<file path="config.mk">
export PLATFORM = sky130hd
export DESIGN_NAME = pwm_scaled_unit
export DESIGN_NICKNAME = d
export VERILOG_FILES = /design/src/rtl/pwm_scaled_pkg.sv /design/src/rtl/pwm_scaled_regs.sv /design/src/rtl/pwm_scaled_timebase.sv /design/src/rtl/pwm_scaled_channel.sv /design/src/rtl/pwm_scaled_unit.sv
export SDC_FILE = /design/constraint.sdc
export NUM_CORES = 1
export LEC_CHECK = 0
export BUFFER_PORTS_ARGS = -buffer_cell sky130_fd_sc_hd__buf_2
export CORE_MARGIN = 3
export CORE_UTILIZATION = 43
export CTS_BUF_LIST = sky130_fd_sc_hd__clkbuf_2
export CTS_CLUSTER_DIAMETER = 120
export DETAILED_ROUTE_END_ITERATION = 16
export SYNTH_ARGS = -nofsm -noshare
export SYNTH_HDL_FRONTEND = slang
export SYNTH_SLANG_ARGS = --single-unit
</file>
<file path="constraint.sdc">
create_clock -name clk -period 11 [get_ports clk]
set_input_delay 2.2 -clock clk [delete_from_list [all_inputs] [get_ports clk]]
set_output_delay 2.2 -clock clk [all_outputs]
set_load 0.01 [all_outputs]
</file>
<file path="src/rtl/pwm_scaled_pkg.sv">
package pwm_scaled_pkg;

    localparam int DATA_W  = 32;
    localparam int SCALE_W = 4;

    localparam logic [7:0] OFS_CTRL    = 8'h00;
    localparam logic [7:0] OFS_RAW     = 8'h08;
    localparam logic [7:0] OFS_WINDOW  = 8'h10;
    localparam logic [7:0] OFS_THR     = 8'h20;
    localparam int         THR_STRIDE  = 4;

    localparam logic [DATA_W-1:0] CTRL_KEEP = 32'h1101_370F;

    typedef struct packed {
        logic [2:0]         rsv_31_29;
        logic               flag_e;
        logic [2:0]         rsv_27_25;
        logic               opt_d;
        logic [6:0]         rsv_23_17;
        logic               opt_c;
        logic [1:0]         rsv_15_14;
        logic               single_shot;
        logic               free_run;
        logic               rsv_11;
        logic               opt_b;
        logic               restart;
        logic               opt_a;
        logic [3:0]         rsv_7_4;
        logic [SCALE_W-1:0] exponent;
    } ctrl_t;

    typedef enum logic [2:0] {
        SEL_CTRL,
        SEL_RAW,
        SEL_WINDOW,
        SEL_THR,
        SEL_NONE
    } reg_sel_e;

    function automatic ctrl_t ctrl_from_word(input logic [DATA_W-1:0] w);
        return ctrl_t'(w & CTRL_KEEP);
    endfunction

    function automatic logic [7:0] thr_offset(input int ch);
        return OFS_THR + 8'(THR_STRIDE * ch);
    endfunction

endpackage

</file>
<file path="src/rtl/pwm_scaled_regs.sv">
module pwm_scaled_regs
    import pwm_scaled_pkg::*;
#(
    parameter int NUM_CH = 4,
    parameter int CMP_W  = 16,
    parameter int CNT_W  = 31,
    parameter int ADDR_W = 8
) (
    input  logic                         clk,
    input  logic                         rst,
    input  logic                         wr_en,
    input  logic [ADDR_W-1:0]            addr,
    input  logic [DATA_W-1:0]            wr_data,
    input  logic                         period_end,
    input  logic [CNT_W-1:0]             count,
    input  logic [CMP_W-1:0]             window,
    output ctrl_t                        ctrl,
    output logic [NUM_CH-1:0][CMP_W-1:0] thr,
    output logic                         ctrl_wr,
    output logic                         raw_load,
    output logic [DATA_W-1:0]            rd_data
);

    reg_sel_e                sel;
    logic [NUM_CH-1:0]       thr_hit;

    for (genvar c = 0; c < NUM_CH; c++) begin : g_thr
        assign thr_hit[c] = (addr == ADDR_W'(thr_offset(c)));

        always_ff @(posedge clk) begin
            if (rst) begin
                thr[c] <= '0;
            end else if (wr_en && thr_hit[c]) begin
                thr[c] <= wr_data[CMP_W-1:0];
            end
        end
    end

    always_comb begin
        if (addr == ADDR_W'(OFS_CTRL))        sel = SEL_CTRL;
        else if (addr == ADDR_W'(OFS_RAW))    sel = SEL_RAW;
        else if (addr == ADDR_W'(OFS_WINDOW)) sel = SEL_WINDOW;
        else if (|thr_hit)                    sel = SEL_THR;
        else                                  sel = SEL_NONE;
    end

    assign ctrl_wr  = wr_en && (sel == SEL_CTRL);
    assign raw_load = wr_en && (sel == SEL_RAW);

    always_ff @(posedge clk) begin
        if (rst) begin
            ctrl <= '0;
        end else if (ctrl_wr) begin
            ctrl <= ctrl_from_word(wr_data);
        end else if (period_end) begin
            ctrl.single_shot <= 1'b0;
        end
    end

    always_comb begin
        rd_data = '0;
        unique case (sel)
            SEL_CTRL:   rd_data = DATA_W'(ctrl);
            SEL_RAW:    rd_data = DATA_W'(count);
            SEL_WINDOW: rd_data = DATA_W'(window);
            SEL_THR: begin
                for (int c = 0; c < NUM_CH; c++) begin
                    if (thr_hit[c]) rd_data = DATA_W'(thr[c]);
                end
            end
            default:    rd_data = '0;
        endcase
    end

endmodule

</file>
<file path="src/rtl/pwm_scaled_timebase.sv">
module pwm_scaled_timebase
    import pwm_scaled_pkg::*;
#(
    parameter int CMP_W = 16,
    parameter int CNT_W = 31
) (
    input  logic               clk,
    input  logic               rst,
    input  logic               run,
    input  logic               restart,
    input  logic [SCALE_W-1:0] exponent,
    input  logic [CMP_W-1:0]   thr0,
    input  logic               load,
    input  logic [CNT_W-1:0]   load_val,
    output logic [CNT_W-1:0]   count,
    output logic [CMP_W-1:0]   window,
    output logic               period_end
);

    logic [CNT_W-1:0] frac_mask;
    logic             top_end;
    logic             zero_hit;

    assign window    = CMP_W'(count >> exponent);
    assign frac_mask = (CNT_W'(1) << exponent) - CNT_W'(1);
    assign top_end   = (window == '1) && ((count & frac_mask) == frac_mask);
    assign zero_hit  = restart && (window == thr0);
    assign period_end = run && (zero_hit || top_end);

    always_ff @(posedge clk) begin
        if (rst) begin
            count <= '0;
        end else if (load) begin
            count <= load_val;
        end else if (run) begin
            count <= zero_hit ? '0 : count + CNT_W'(1);
        end
    end

endmodule

</file>
<file path="src/rtl/pwm_scaled_channel.sv">
module pwm_scaled_channel #(
    parameter int CMP_W = 16
) (
    input  logic             clk,
    input  logic             rst,
    input  logic [CMP_W-1:0] window,
    input  logic [CMP_W-1:0] thr,
    output logic             out_n
);

    logic active;

    assign active = (window < thr);

    always_ff @(posedge clk) begin
        if (rst) begin
            out_n <= 1'b1;
        end else begin
            out_n <= ~active;
        end
    end

endmodule

</file>
<file path="src/rtl/pwm_scaled_unit.sv">
module pwm_scaled_unit
    import pwm_scaled_pkg::*;
#(
    parameter int NUM_CH = 4,
    parameter int CMP_W  = 16,
    parameter int ADDR_W = 8
) (
    input  logic              clk,
    input  logic              rst,
    input  logic              wr_en,
    input  logic [ADDR_W-1:0] addr,
    input  logic [DATA_W-1:0] wr_data,
    output logic [DATA_W-1:0] rd_data,
    output logic [NUM_CH-1:0] pwm_n
);

    localparam int CNT_W = CMP_W + (1 << SCALE_W) - 1;

    ctrl_t                        ctrl;
    logic [NUM_CH-1:0][CMP_W-1:0] thr;
    logic                         ctrl_wr;
    logic                         raw_load;
    logic [CNT_W-1:0]             count;
    logic [CMP_W-1:0]             window;
    logic                         period_end;
    logic                         run;

    assign run = ctrl.free_run | ctrl.single_shot;

    pwm_scaled_regs #(
        .NUM_CH (NUM_CH),
        .CMP_W  (CMP_W),
        .CNT_W  (CNT_W),
        .ADDR_W (ADDR_W)
    ) u_regs (
        .clk        (clk),
        .rst        (rst),
        .wr_en      (wr_en),
        .addr       (addr),
        .wr_data    (wr_data),
        .period_end (period_end),
        .count      (count),
        .window     (window),
        .ctrl       (ctrl),
        .thr        (thr),
        .ctrl_wr    (ctrl_wr),
        .raw_load   (raw_load),
        .rd_data    (rd_data)
    );

    pwm_scaled_timebase #(
        .CMP_W (CMP_W),
        .CNT_W (CNT_W)
    ) u_timebase (
        .clk        (clk),
        .rst        (rst),
        .run        (run),
        .restart    (ctrl.restart),
        .exponent   (ctrl.exponent),
        .thr0       (thr[0]),
        .load       (raw_load),
        .load_val   (wr_data[CNT_W-1:0]),
        .count      (count),
        .window     (window),
        .period_end (period_end)
    );

    for (genvar c = 0; c < NUM_CH; c++) begin : g_ch
        pwm_scaled_channel #(
            .CMP_W (CMP_W)
        ) u_ch (
            .clk    (clk),
            .rst    (rst),
            .window (window),
            .thr    (thr[c]),
            .out_n  (pwm_n[c])
        );
    end

endmodule

</file>
* After elaboration in Yosys (flattened, before gate mapping)
Cells that the tools add are included.
** Cells by class
- Equal/unequal tests :: 12
- $mul :: 0
- Shift-type cells :: 2
- Muxes and demuxes :: 14
- Add/sub/neg operators :: 2
- $lt $le $gt $ge :: 4
- Reduce and logical (&&, ||, !) cells :: 15
- Divide/modulo/power cells :: 0
- Bitwise logic cells :: 6
** Operators with widths (count)
- $pmux W32 S4 :: 1
- $mux W31 :: 3
- $lt A16 B16 Y1 :: 4
- $mux W16 :: 4
- $eq A8 B6 Y1 const B :: 4
- $add A31 B1 Y31 const B :: 1
- $and A31 B31 Y31 :: 1
- $eq A31 B31 Y1 :: 1
- $shl A1 B4 Y31 const A :: 1
- $shr A31 B4 Y16 :: 1
- $sub A31 B2 Y31 const B :: 1
- $eq A16 B16 Y1 :: 1
- $eq A16 B16 Y1 const B :: 1
- $mux W3 :: 4
- $logic_and A1 B1 Y1 :: 9
- $eq A8 B4 Y1 const B :: 1
- $eq A8 B5 Y1 const B :: 1
- $logic_not A8 Y1 :: 1
- $eq A3 B2 Y1 const B :: 2
- $not A1 Y1 :: 4
- $reduce_bool A2 Y1 :: 2
- $reduce_or A4 Y1 :: 1
- $eq A3 B1 Y1 const B :: 1
- $logic_not A3 Y1 :: 1
- 3 further kinds :: 4
** Word-level totals
- Memory bits (read-only) :: 0
- Input bits :: 43
- Memory bits (writable) :: 0
- Register bits :: 111
- Output and inout bits :: 36
- Latch bits :: 0
- Memories :: 0
- Word-level logic and storage cells :: 73

* Depth between registers and ports, before layout
Gate-level depths: netlist (run 1).
- Depth after elaboration :: 9
- Depth in mapped cells :: 16
- Depth with buffers taken out :: 12

* Hierarchy
From an unflattened synthesis (run 1), not the netlist that was laid out.
** Unflattened totals
- Cells, all modules :: 1207
- Area total of the unflattened synthesis :: 10147.2 sq um
** Modules (own cells, without submodules)
- pwm_scaled_timebase :: seq. area each 620.6 sq um, area each 4336.7 sq um, cells each 582, times used 1
- pwm_scaled_regs :: seq. area each 1521.5 sq um, area each 4227.8 sq um, cells each 412, times used 1
- pwm_scaled_channel :: seq. area each 20.0 sq um, area each 394.1 sq um, cells each 53, times used 4
- pwm_scaled_unit :: seq. area each 0.0 sq um, area each 6.3 sq um, cells each 1, times used 1

* Least setup slack after synthesis (run 1)
OpenSTA, ideal clock, no wires.
- Kind :: input port to output port
- From :: in addr[2]
- To :: out rd_data[2]
- Data required time :: 8.800 ns
- Stages on the path :: 7
- Path buffers :: 2
- Setup slack :: 4.964 ns
- Data arrival time :: 3.836 ns
- Path through :: clkbuf_1 buf_1 mux2i_1 nor2_1 a221o_1 a21oi_1 o21ai_0
** Between the ends
- Longest elaborated chain between the ends :: 8
- Elaborated cells between the ends (all ways) :: 21
- Those cells by class :: eq/ne: 9; mux: 9; reduce/logical: 3
** Ends and longest elaborated chain
- start, declared :: line pwm_scaled_unit.sv:11 : input logic [ADDR_W-1:0] addr,
- $eq A8 B6 Y1 :: line pwm_scaled_regs.sv:28 : assign thr_hit[c] = (addr == ADDR_W'(thr_offset(c)));
- $reduce_or A4 Y1 :: line pwm_scaled_regs.sv:43 : else if (|thr_hit) sel = SEL_THR;
- $mux W3 :: line pwm_scaled_regs.sv:43
- $mux W3 :: line pwm_scaled_regs.sv:42 : else if (addr == ADDR_W'(OFS_WINDOW)) sel = SEL_WINDOW;
- $mux W3 :: line pwm_scaled_regs.sv:41 : else if (addr == ADDR_W'(OFS_RAW)) sel = SEL_RAW;
- $mux W3 :: line pwm_scaled_regs.sv:40 : if (addr == ADDR_W'(OFS_CTRL)) sel = SEL_CTRL;
- $eq A3 B2 Y1, or another cell as far along :: line pwm_scaled_regs.sv:62 : unique case (sel)
- $pmux W32 S4 * :: line pwm_scaled_regs.sv:62
- end, declared :: line pwm_scaled_unit.sv:13 : output logic [DATA_W-1:0] rd_data,
Mark *: on every way between the ends. The rest lies on a longest branch, timed or not.

* Worst setup path in the final report (run 1)
- From :: in addr[2]
- To :: out rd_data[16]
** Between the ends
- Longest elaborated chain between the ends :: 8
- Elaborated cells between the ends (all ways) :: 17
- Those cells by class :: eq/ne: 9; mux: 5; reduce/logical: 3
** Ends and longest elaborated chain (line)
- $eq A8 B6 Y1 :: pwm_scaled_regs.sv:28
- $reduce_or A4 Y1 :: pwm_scaled_regs.sv:43
- $mux W3 :: pwm_scaled_regs.sv:43
- $mux W3 :: pwm_scaled_regs.sv:42
- $mux W3 :: pwm_scaled_regs.sv:41
- $mux W3 * :: pwm_scaled_regs.sv:40
- $eq A3 B2 Y1, or another cell as far along :: pwm_scaled_regs.sv:62
- $pmux W32 S4 * :: pwm_scaled_regs.sv:62
Marked as above.

==> results_dict.tcl, run 1 <==
set metrics [dict create \
    cpLargestDelayFamily "simple AND/OR/NAND/NOR gates" \
    finalSetupViolCount 0 \
    fin_skew_ps 49.7 \
    vias 8808 \
    cp.depth 6 \
    clock-root-buffer "clkbuf_2" \
    cts_buffers 9 \
    core-area_mm2 0.0204 \
    fp.dieH_um 151 \
    design_area_mm2 0.00955 \
    layout.cells.non_filler 1425 \
    relSlewSlack 0.347 \
    cts_setup_buffers 0 \
    synth_cell_types 72 \
    io_pins 79 \
    drt_iter0_drc 768 \
    start_util 0.442 \
    ant_nets 0 \
    leakage_nw 3.47 \
    grt_pass1_vias 8087 \
    ys_seq_area_frac 0.246 \
    yosysWarnings 0 \
    cts_sinks 111 \
    cp.arrival_ps 4580 \
    gp_congestion 0.936 \
    min_path_cells 2 \
    slowest_delay_ps 690 \
    antenna_found_initial 1 \
    totalWireLength_mm 29.5 \
    max-cap-violations 0 \
    critPathKind "in2out" \
    crit_slowest_cell "or4_1" \
    grt_pass1_wl_mm 46.8 \
    placed_area_mm2 0.00942 \
    start_kind "input pin" \
    critPathCaptureType "output pin" \
    grt_usage 0.263 \
    ir_drop_uv 56.3 \
    synth_nets 1254 \
    die-area_mm2 0.0228 \
    rsz0062_at_grt "false" \
    hp-class "reg2reg" \
    worst_pin_slew_ps 976 \
    post-route-drc-count 0 \
    hpwl_mm 21.2 \
    p_per_area_mw_per_mm2 75.1 \
    ys_ff_latch 111 \
    ys_async_sr_fraction 0 \
    grt_max_degree 80 \
    io_buffers 76 \
    syn_area_per_cell_um2 7.86 \
    overflow 0 \
    areaGrowthSynthToFinish_pct 5.72 \
    clk_pin_slew_worst_paths_ps 300 \
    synth_edf_count 0 \
    hold_violations 0 \
    finalCritPeriodShare 0.617 \
    min_period_ps 6780 \
    clock_path_buffers 2 \
    synth_area_mm2 0.00903 \
    via_per_inst 6.18 \
    status "finished clean" \
    cp_max_fo 21 \
    cts_tree "done" \
    placed_cells 1408 \
    rows 52 \
    path_cells "buf_2, or4_1, or4_1, nor2_4, a22o_1, buf_2" \
    required_ps 8800 \
    clock_latency_ps 670 \
    reg2regPathDepth 13 \
    p_total_mw 0.717 \
    critPathBufInv 2 \
    nNetsFinal 1255 \
    fmax_mhz 147 \
    htree_levels 3 \
    finalSetupTns_ps 0 \
    drive_above_1_share 0.152 \
    maxSlewViolCount 0 \
    ctsHoldBuffers 0 \
    ys.flop_type "dfxtp_1" \
    syn_inst 1148 \
    die_w_um 151 \
    dr.pass1.iters 5 \
    ctsResizeCount 0 \
    routedWlPerCell_um 20.7 \
]
## sequential cells by signal, indices dropped and copies added (netlist names)
| name | cells |
|---|---|
| u_regs.thr | 64 |
| u_timebase.count | 31 |
| g_ch.u_ch.out_n | 4 |
| u_regs.ctrl | 12 |
## per-layer routing
| metal | GRT usage | up-vias | part of all wire |
|---|---|---|---|
| li1 | - | 4171 | - |
| met1 | 0.386 | 4249 | 0.46 |
| met4 | 0.0757 | 0 | 0.019 |
| met3 | 0.0302 | 40 | 0.072 |
| met2 | 0.407 | 348 | 0.45 |
| met5 | 0 | - | 0 |
## kinds of logic after synthesis
kind of cell / share of synthesized area
muxes: 0.141
AOI/OAI and AO/OA: 0.215
buffers and inverters: 0.0845
other: 0.000415
DFF: 0.246
and+or+nand+nor: 0.225
adders and majority gates: 0.0873
## cells in the final DEF, fill, tap and decap left out, types with 22 or more instances in the layout
| cell | instances |
|---|---|
| a21oi_1 | 120 |
| nand3_1 | 76 |
| mux2i_1 | 35 |
| buf_2 | 75 |
| mux4_2 | 40 |
| inv_1 | 72 |
| nand2_1 | 141 |
| o21ai_0 | 65 |
| ha_1 | 63 |
| dfxtp_1 | 109 |
| nor2_1 | 69 |
| a211oi_1 | 22 |
## stage by stage
stage	util	hold WS [ps]	worst slack [ps]
after floorplan	-	436	4960
after global placement	0.461	442	4250
after detailed placement	0.461	447	4220
after CTS	0.467	473	4220
after global routing	0.467	490	4060
final	0.467	474	4220
## worst reg2reg max path: stages (launching register included)
cell and delay (ps):
dfxtp_2 670, buf_4 500, mux4_2 600, a22o_1 240
a221oi_1 570, inv_1 250, ha_1 360, nand4_1 220
nor4_1 110, buf_4 180, nor2_1 740, and3_1 270
a21oi_1 50, a211oi_1 230
## where the power goes
group / switching [mW] / internal (mW)
sequential: 0.00832 / 0.409
combinational: 0.0519 / 0.0330
clock: 0.159 / 0.0557
total: 0.219 / 0.498
## final cells by class
type	instances	area [µm²]
clock buffers	9	45.0
flip-flops and latches	111	2220
fillers	2081	10900
repair buffers	93	510
inverters	74	278
well taps	270	338
multi-input cells	860	6060
diodes	1	2.50
clock inverters	7	82.6
## Yosys cell counts (3+ instances only)
library cell	instances	area (µm²)
nand2_1	142	533
a21oi_1	120	601
dfxtp_1	111	2220
nand3_1	76	380
inv_1	72	270
nor2_1	69	259
o21ai_0	65	325
clkbuf_1	63	236
ha_1	63	788
mux4_2	40	901
mux2i_1	35	350
a211oi_1	22	165
buf_2	22	110
and2_1	20	125
nor3_1	19	95.1
nand4_1	17	106
nor2b_1	15	93.8
a21o_1	13	97.6
a221o_1	13	130
a22oi_1	12	90.1
and3_1	12	75.1
a221oi_1	9	78.8
a31oi_1	9	56.3
buf_4	8	60.1
o211ai_1	7	52.6
a22o_1	6	52.6
buf_6	5	56.3
nor4_1	5	31.3
o21bai_1	5	37.5
o311a_1	4	40.0
or2_2	4	25.0
or4_1	4	30.0
a2111oi_0	3	26.3
a21boi_0	3	22.5
clkbuf_2	3	15.0
o2111ai_1	3	26.3
## path summary, 6_finish.rpt
path	start	to	slack (ps)
min	u_regs.ctrl[28]$_SDFFE_PP0P_	u_regs.ctrl[28]$_SDFFE_PP0P_	470
max	addr[2]	rd_data[16]	4220
min reg2reg	u_regs.ctrl[28]$_SDFFE_PP0P_	u_regs.ctrl[28]$_SDFFE_PP0P_	470
max reg2reg	u_regs.ctrl[0]$_SDFFE_PP0P_	u_timebase.count[20]$_SDFFE_PP0P_	5950
Note: power is estimated with default switching activity, not from simulation.
==> run 2: changes to the inputs <==
clock period = 6.9 ns   (was 11 ns; I/O delays follow)
==> run 2 against run 1 <==
Sequential cell count unchanged. Highest routed layer unchanged. Setup slack worse by 2500 ps. Critical path depth stayed put. Sequential power grew 59%. Final cell count is essentially flat. Critical endpoint is now rd_data[28]. Global-route usage about the same. Die area did not move. Total power up 58%.
==> results_dict.tcl, run 2 (synthesis gave the netlist of run 1 again) <==
set metrics [dict create \
    relSlewSlack 0.276 \
    nNetsFinal 1255 \
    via_per_inst 6.11 \
    critPathCaptureType "output pin" \
    cts_setup_buffers 0 \
    fillers 2088 \
    ant_nets 0 \
    cts_tree "done" \
    grt_pass1_vias 7977 \
    clk_pin_slew_worst_paths_ps 280 \
    cts_sinks 111 \
    totalWireLength_mm 29.9 \
    clock_latency_ps 660 \
    antenna_found_initial 1 \
    vias 8699 \
    grt_pass1_wl_mm 46.7 \
    ctsHoldBuffers 0 \
    cts_buffers 9 \
    met1_usage 0.389 \
    gp_congestion 0.930 \
    io_buffers 76 \
    fmax_mhz 193 \
    r2r_slack_ps 1790 \
    die_w_um 151 \
    cpLargestDelayFamily "simple AND/OR/NAND/NOR gates" \
    fin_skew_ps 34.3 \
    critPathKind "in2out" \
    min_period_ps 5170 \
    max-cap-violations 0 \
    maxSlewViolCount 0 \
    path_cells "buf_2, or4_1, or4_1, nor2_4, a22o_1, buf_2" \
    top_register "u_regs.thr" \
    areaGrowthSynthToFinish_pct 5.52 \
    drt_iter0_drc 871 \
    hp-class "reg2reg" \
    hpwl_mm 21.9 \
    dr.pass1.iters 6 \
    layout_common_cells "nand2_1, a21oi_1, dfxtp_1" \
    cp.arrival_ps 3790 \
    finalSetupTns_ps 0 \
    ctsResizeCount 0 \
    multiInputGateArea_mm2 0.00606 \
    overflow 0 \
    critPathLaunch "addr[2]" \
    ir_drop_uv 66.8 \
    worst_pin_slew_ps 1080 \
    r2r-start "u_regs.ctrl[1]$_SDFFE_PP0P_" \
    status "finished clean" \
    layout_commonest_cell "nand2_1" \
    die-area_mm2 0.0228 \
    crit_slowest_cell "or4_1" \
    hold_violations 0 \
    io_pins 79 \
    start_kind "input pin" \
    critPathBufInv 2 \
    required_ps 5520 \
    reg2regPathDepth 12 \
    finalCritPeriodShare 0.750 \
    register_area_mm2 0.00222 \
    clock_path_buffers 2 \
    fp.dieH_um 151 \
    core-area_mm2 0.0204 \
    clock-root-buffer "clkbuf_2" \
    endpoint "rd_data[28]" \
    top_regs "u_regs.thr: 64 flops, u_timebase.count: 31 flops, u_regs.ctrl: 12 flops" \
    grt_use_met3 0.0356 \
    grt_max_degree 63 \
    grt_util_met2 0.401 \
    leakage_nw 3.47 \
    post-route-drc-count 0 \
    htree_levels 3 \
    rsz0062_at_grt "false" \
    r2r_end "u_timebase.count[10]$_SDFFE_PP0P_" \
    grt_usage 0.263 \
    p_per_area_mw_per_mm2 119 \
    busiest_layer "met2" \
    cp.depth 6 \
    cp_max_fo 21 \
    finalSetupViolCount 0 \
    fin_worst_hold_slack_ps 477 \
    rows 52 \
    start_util 0.442 \
    largest_reg_flops 64 \
    slowest_delay_ps 680 \
    routedWlPerCell_um 21.0 \
    drive_above_1_share 0.151 \
]
run 2: cell type report:
cell class              count  area share
clock buffers              11     0.00578
multi-input cells         860       0.637
clock inverters             4     0.00565
flip-flops and latches    111       0.234
repair buffers             93      0.0536
well taps                 270      0.0355
inverters                  74      0.0292
diodes                      1    0.000263
run 2: worst min-delay path, delay by kind of cell (launching register included):
family	cells	cell delay [ps]
flip-flops	1	380
AND/OR/NAND/NOR	1	50
AO/OA/AOI/OAI	1	50
run 2: power breakdown:
| part | internal (mW) | switching [mW] | leakage (nW) | total (mW) |
|---|---|---|---|---|
| Clock | 0.0882 | 0.246 | 0.0720 | 0.334 |
| Sequential | 0.652 | 0.0139 | 0.896 | 0.665 |
| Combinational | 0.0520 | 0.0828 | 2.50 | 0.135 |
| Total | 0.792 | 0.342 | 3.47 | 1.13 |
run 2: layer usage:
layer  vias up  part of all wire
met5         -                 0
met4         0             0.022
met3        50             0.067
met2       321              0.45
met1      4160              0.46
li1       4168                 -
run 2: through the flow:
step | area, µm² | utilization | worst slack [ps] | power (mW) | std cells
after floorplan | 9030 | - | 2500 | 0.756 | 1148
after global placement | 9420 | 0.461 | 1760 | 0.807 | 1408
after detailed placement | 9420 | 0.461 | 1760 | 0.808 | 1408
after CTS | 9520 | 0.466 | 1750 | 1.14 | 1423
after global routing | 9530 | 0.466 | 1520 | 1.18 | 1424
final | 9530 | 0.466 | 1730 | 1.13 | 1424
run 2: worst min-delay path by stage:
| stage | endpoint | depth (start not counted) | slack, ps | from |
|---|---|---|---|---|
| final | u_regs.ctrl[28]$_SDFFE_PP0P_ | 2 | 480 | u_regs.ctrl[28]$_SDFFE_PP0P_ |
| after global routing | u_regs.ctrl[16]$_SDFFE_PP0P_ | 2 | 490 | u_regs.ctrl[16]$_SDFFE_PP0P_ |
| after CTS | u_regs.ctrl[24]$_SDFFE_PP0P_ | 2 | 480 | u_regs.ctrl[24]$_SDFFE_PP0P_ |
| after detailed placement | u_regs.ctrl[24]$_SDFFE_PP0P_ | 2 | 450 | u_regs.ctrl[24]$_SDFFE_PP0P_ |
| after global placement | u_regs.ctrl[16]$_SDFFE_PP0P_ | 2 | 440 | u_regs.ctrl[16]$_SDFFE_PP0P_ |
| after floorplan | u_regs.ctrl[10]$_SDFFE_PP0P_ | 2 | 440 | u_regs.ctrl[10]$_SDFFE_PP0P_ |
==> run 3: changes to the inputs <==
ABC_AREA = 1   (was unset)
clock period = 4.7 ns   (was 6.9 ns; I/O delays follow)
==> run 3 against run 2 <==
Synthesized cell count up 21%. Critical path depth up 6. Non-clock buffer count unchanged. Clock skew up 6.0 ps. Sequential cell count unchanged. Clock-buffer cell count down 2. Sequential power up 44%. Final cell count up 18%. Via count up 7.4%. Utilization up 0.63 points. Combinational power down 13%. Critical path type is now reg2out. Critical endpoint is now rd_data[13].
==> results_dict.tcl, run 3 <==
set metrics [dict create \
    status "finished clean" \
    grt_pass1_vias 8523 \
    start_kind "flop" \
    ir_drop_uv 161 \
    start_util 0.441 \
    top_register "u_regs.thr" \
    ant_nets 0 \
    rsz0062_at_grt "false" \
    clock_path_buffers 2 \
    finalCritPeriodShare 0.870 \
    design_area_mm2 0.00926 \
    fmax_mhz 245 \
    synth.top_cell.area_share 0.257 \
    synthMuxAreaShare 0 \
    via_per_inst 5.54 \
    rows 51 \
    layout_commonest_cell "nand2_1" \
    cts_buffers 9 \
    dr.pass1.iters 5 \
    grt_usage 0.266 \
    largest_reg_flops 64 \
    ys_ff_latch 111 \
    cts_setup_buffers 0 \
    clock_latency_ps 680 \
    fin_ws_ps 612 \
    hp-class "reg2reg" \
    finalSetupTns_ps 0 \
    crit_slowest_cell "dfxtp_1" \
    layout_common_cells "nand2_1, inv_1, o21ai_0" \
    cp_max_fo 30 \
    routedWlPerCell_um 17.4 \
    finalSetupViolCount 0 \
    maxSlewViolCount 0 \
    synth_edf_count 0 \
    syn_inst 1384 \
    synth.most_common_cell "nand2_1" \
    post-route-drc-count 0 \
    critPathBufInv 4 \
    p_per_area_mw_per_mm2 164 \
    drive_above_1_share 0.108 \
    cpMostUsedCell "nand2_1" \
    leakage_nw 4.13 \
    cts_sinks 111 \
    relSlewSlack 0.256 \
    clk_pin_slew_worst_paths_ps 330 \
    core-area_mm2 0.0196 \
    grt_pass1_wl_mm 46.5 \
    cp.arrival_ps 3150 \
    ctsResizeCount 0 \
    path_cells "buf_4, inv_2, nand2_1, nand3_1, nand3_1, nand2_1, nand2_1, nand2_1, buf_4, a221oi_1, o21ai_0, buf_2" \
    dpl_worst_slack_ps 859 \
    synth_area_leaders "dfxtp_1, nand2_1, ha_1" \
    critPathKind "reg2out" \
    top_regs "u_regs.thr: 64 flops, u_timebase.count: 31 flops, u_regs.ctrl: 12 flops" \
    hold_violations 0 \
    nNetsFinal 1522 \
    die_w_um 148 \
    synth-xor-area-share 0.00405 \
    io_buffers 76 \
    cpLargestDelayFamily "buffers and inverters" \
    cts_tree "done" \
    ys_seq_area_frac 0.257 \
    antenna_found_initial 2 \
    htree_levels 3 \
    slowest_delay_ps 380 \
    yosysWarnings 0 \
    synthAdderAreaFrac 0.0911 \
    gp_congestion 0.901 \
    io_pins 79 \
    required_ps 3760 \
    hpwl_mm 22.3 \
    critPathCaptureType "output pin" \
    synth_nets 1490 \
    synthSimpleGateAreaFrac 0.305 \
    drt_iter0_drc 874 \
    p_total_mw 1.52 \
    areaGrowthSynthToFinish_pct 7.06 \
    totalWireLength_mm 29.3 \
    grt_max_degree 89 \
    ctsHoldBuffers 0 \
    min_period_ps 4090 \
    fp.dieH_um 148 \
    fin_worst_hold_slack_ps 499 \
    fin_skew_ps 40.4 \
    clock-root-buffer "clkbuf_2" \
    placed_area_mm2 0.00916 \
    ys.flop_type "dfxtp_1" \
    synth_top_family_by_area "simple AND/OR/NAND/NOR gates" \
    vias 9346 \
    synth_area_mm2 0.00865 \
    synth_top_area_cell "dfxtp_1" \
    synth_cell_types 45 \
    overflow 0 \
    synth_compound_area_frac 0.224 \
    die-area_mm2 0.0218 \
    yosys-top-cells-count "nand2_1, inv_1, o21ai_0" \
    ys_async_sr_fraction 0 \
    worst_pin_slew_ps 1120 \
    syn_area_per_cell_um2 6.25 \
    max-cap-violations 0 \
]
[run 3: power by group]
group,internal (mW),switching [mW]
logic,0.0387,0.0790
registers,0.952,0.00367
clock network,0.0782,0.368
[run 3: path summary, 6_finish.rpt]
kind / endpoint / from / cells past startpoint / slack [ps]
setup / recovery: rd_data[13] / u_regs.ctrl[0]$_SDFFE_PP0P_ / 12 / 610
setup reg to reg: u_timebase.count[1]$_SDFFE_PP0P_ / u_regs.ctrl[3]$_SDFFE_PP0P_ / 16 / 800
hold reg to reg: u_regs.thr[57]$_SDFFE_PP0P_ / u_regs.thr[57]$_SDFFE_PP0P_ / 2 / 500
hold / removal: u_regs.thr[57]$_SDFFE_PP0P_ / u_regs.thr[57]$_SDFFE_PP0P_ / 2 / 500
[run 3: logic make-up after synthesis]
group,Yosys count
DFF,111
AOI/OAI and AO/OA,348
xor gates and xnor gates,4
buffers and inverters,253
other,1
adders and majority gates,63
and+or+nand+nor,604
[run 3: layout make-up]
type	count	area, µm²
antenna	1	2.50
clock buffer	9	45.0
clock inverter	6	56.3
fill	2156	10300
inverter	181	681
multi-input combinational	1020	5410
sequential	111	2220
tap	265	332
timing repair buffer	93	508
[run 3: stage by stage]
stage / util / std cells
2_1_floorplan: - / 1384
3_3_place_gp: 0.467 / 1670
3_5_place_dp: 0.467 / 1670
4_1_cts: 0.473 / 1685
5_1_grt: 0.473 / 1686
6_report: 0.473 / 1686
[run 3: metal layers]
metal / GRT usage / part of all wire / wire (µm)
met1: 0.372 / 0.46 / 13400
met2: 0.428 / 0.46 / 13500
met3: 0.0374 / 0.059 / 1730
met4: 0.0785 / 0.026 / 753
met5: 0 / 0.00027 / 8
[run 3: tightest hold or removal path, cell delays in order, from the launching register on]
cell     delay (ps)
dfxtp_1         390
inv_1            70
a21oi_1          60
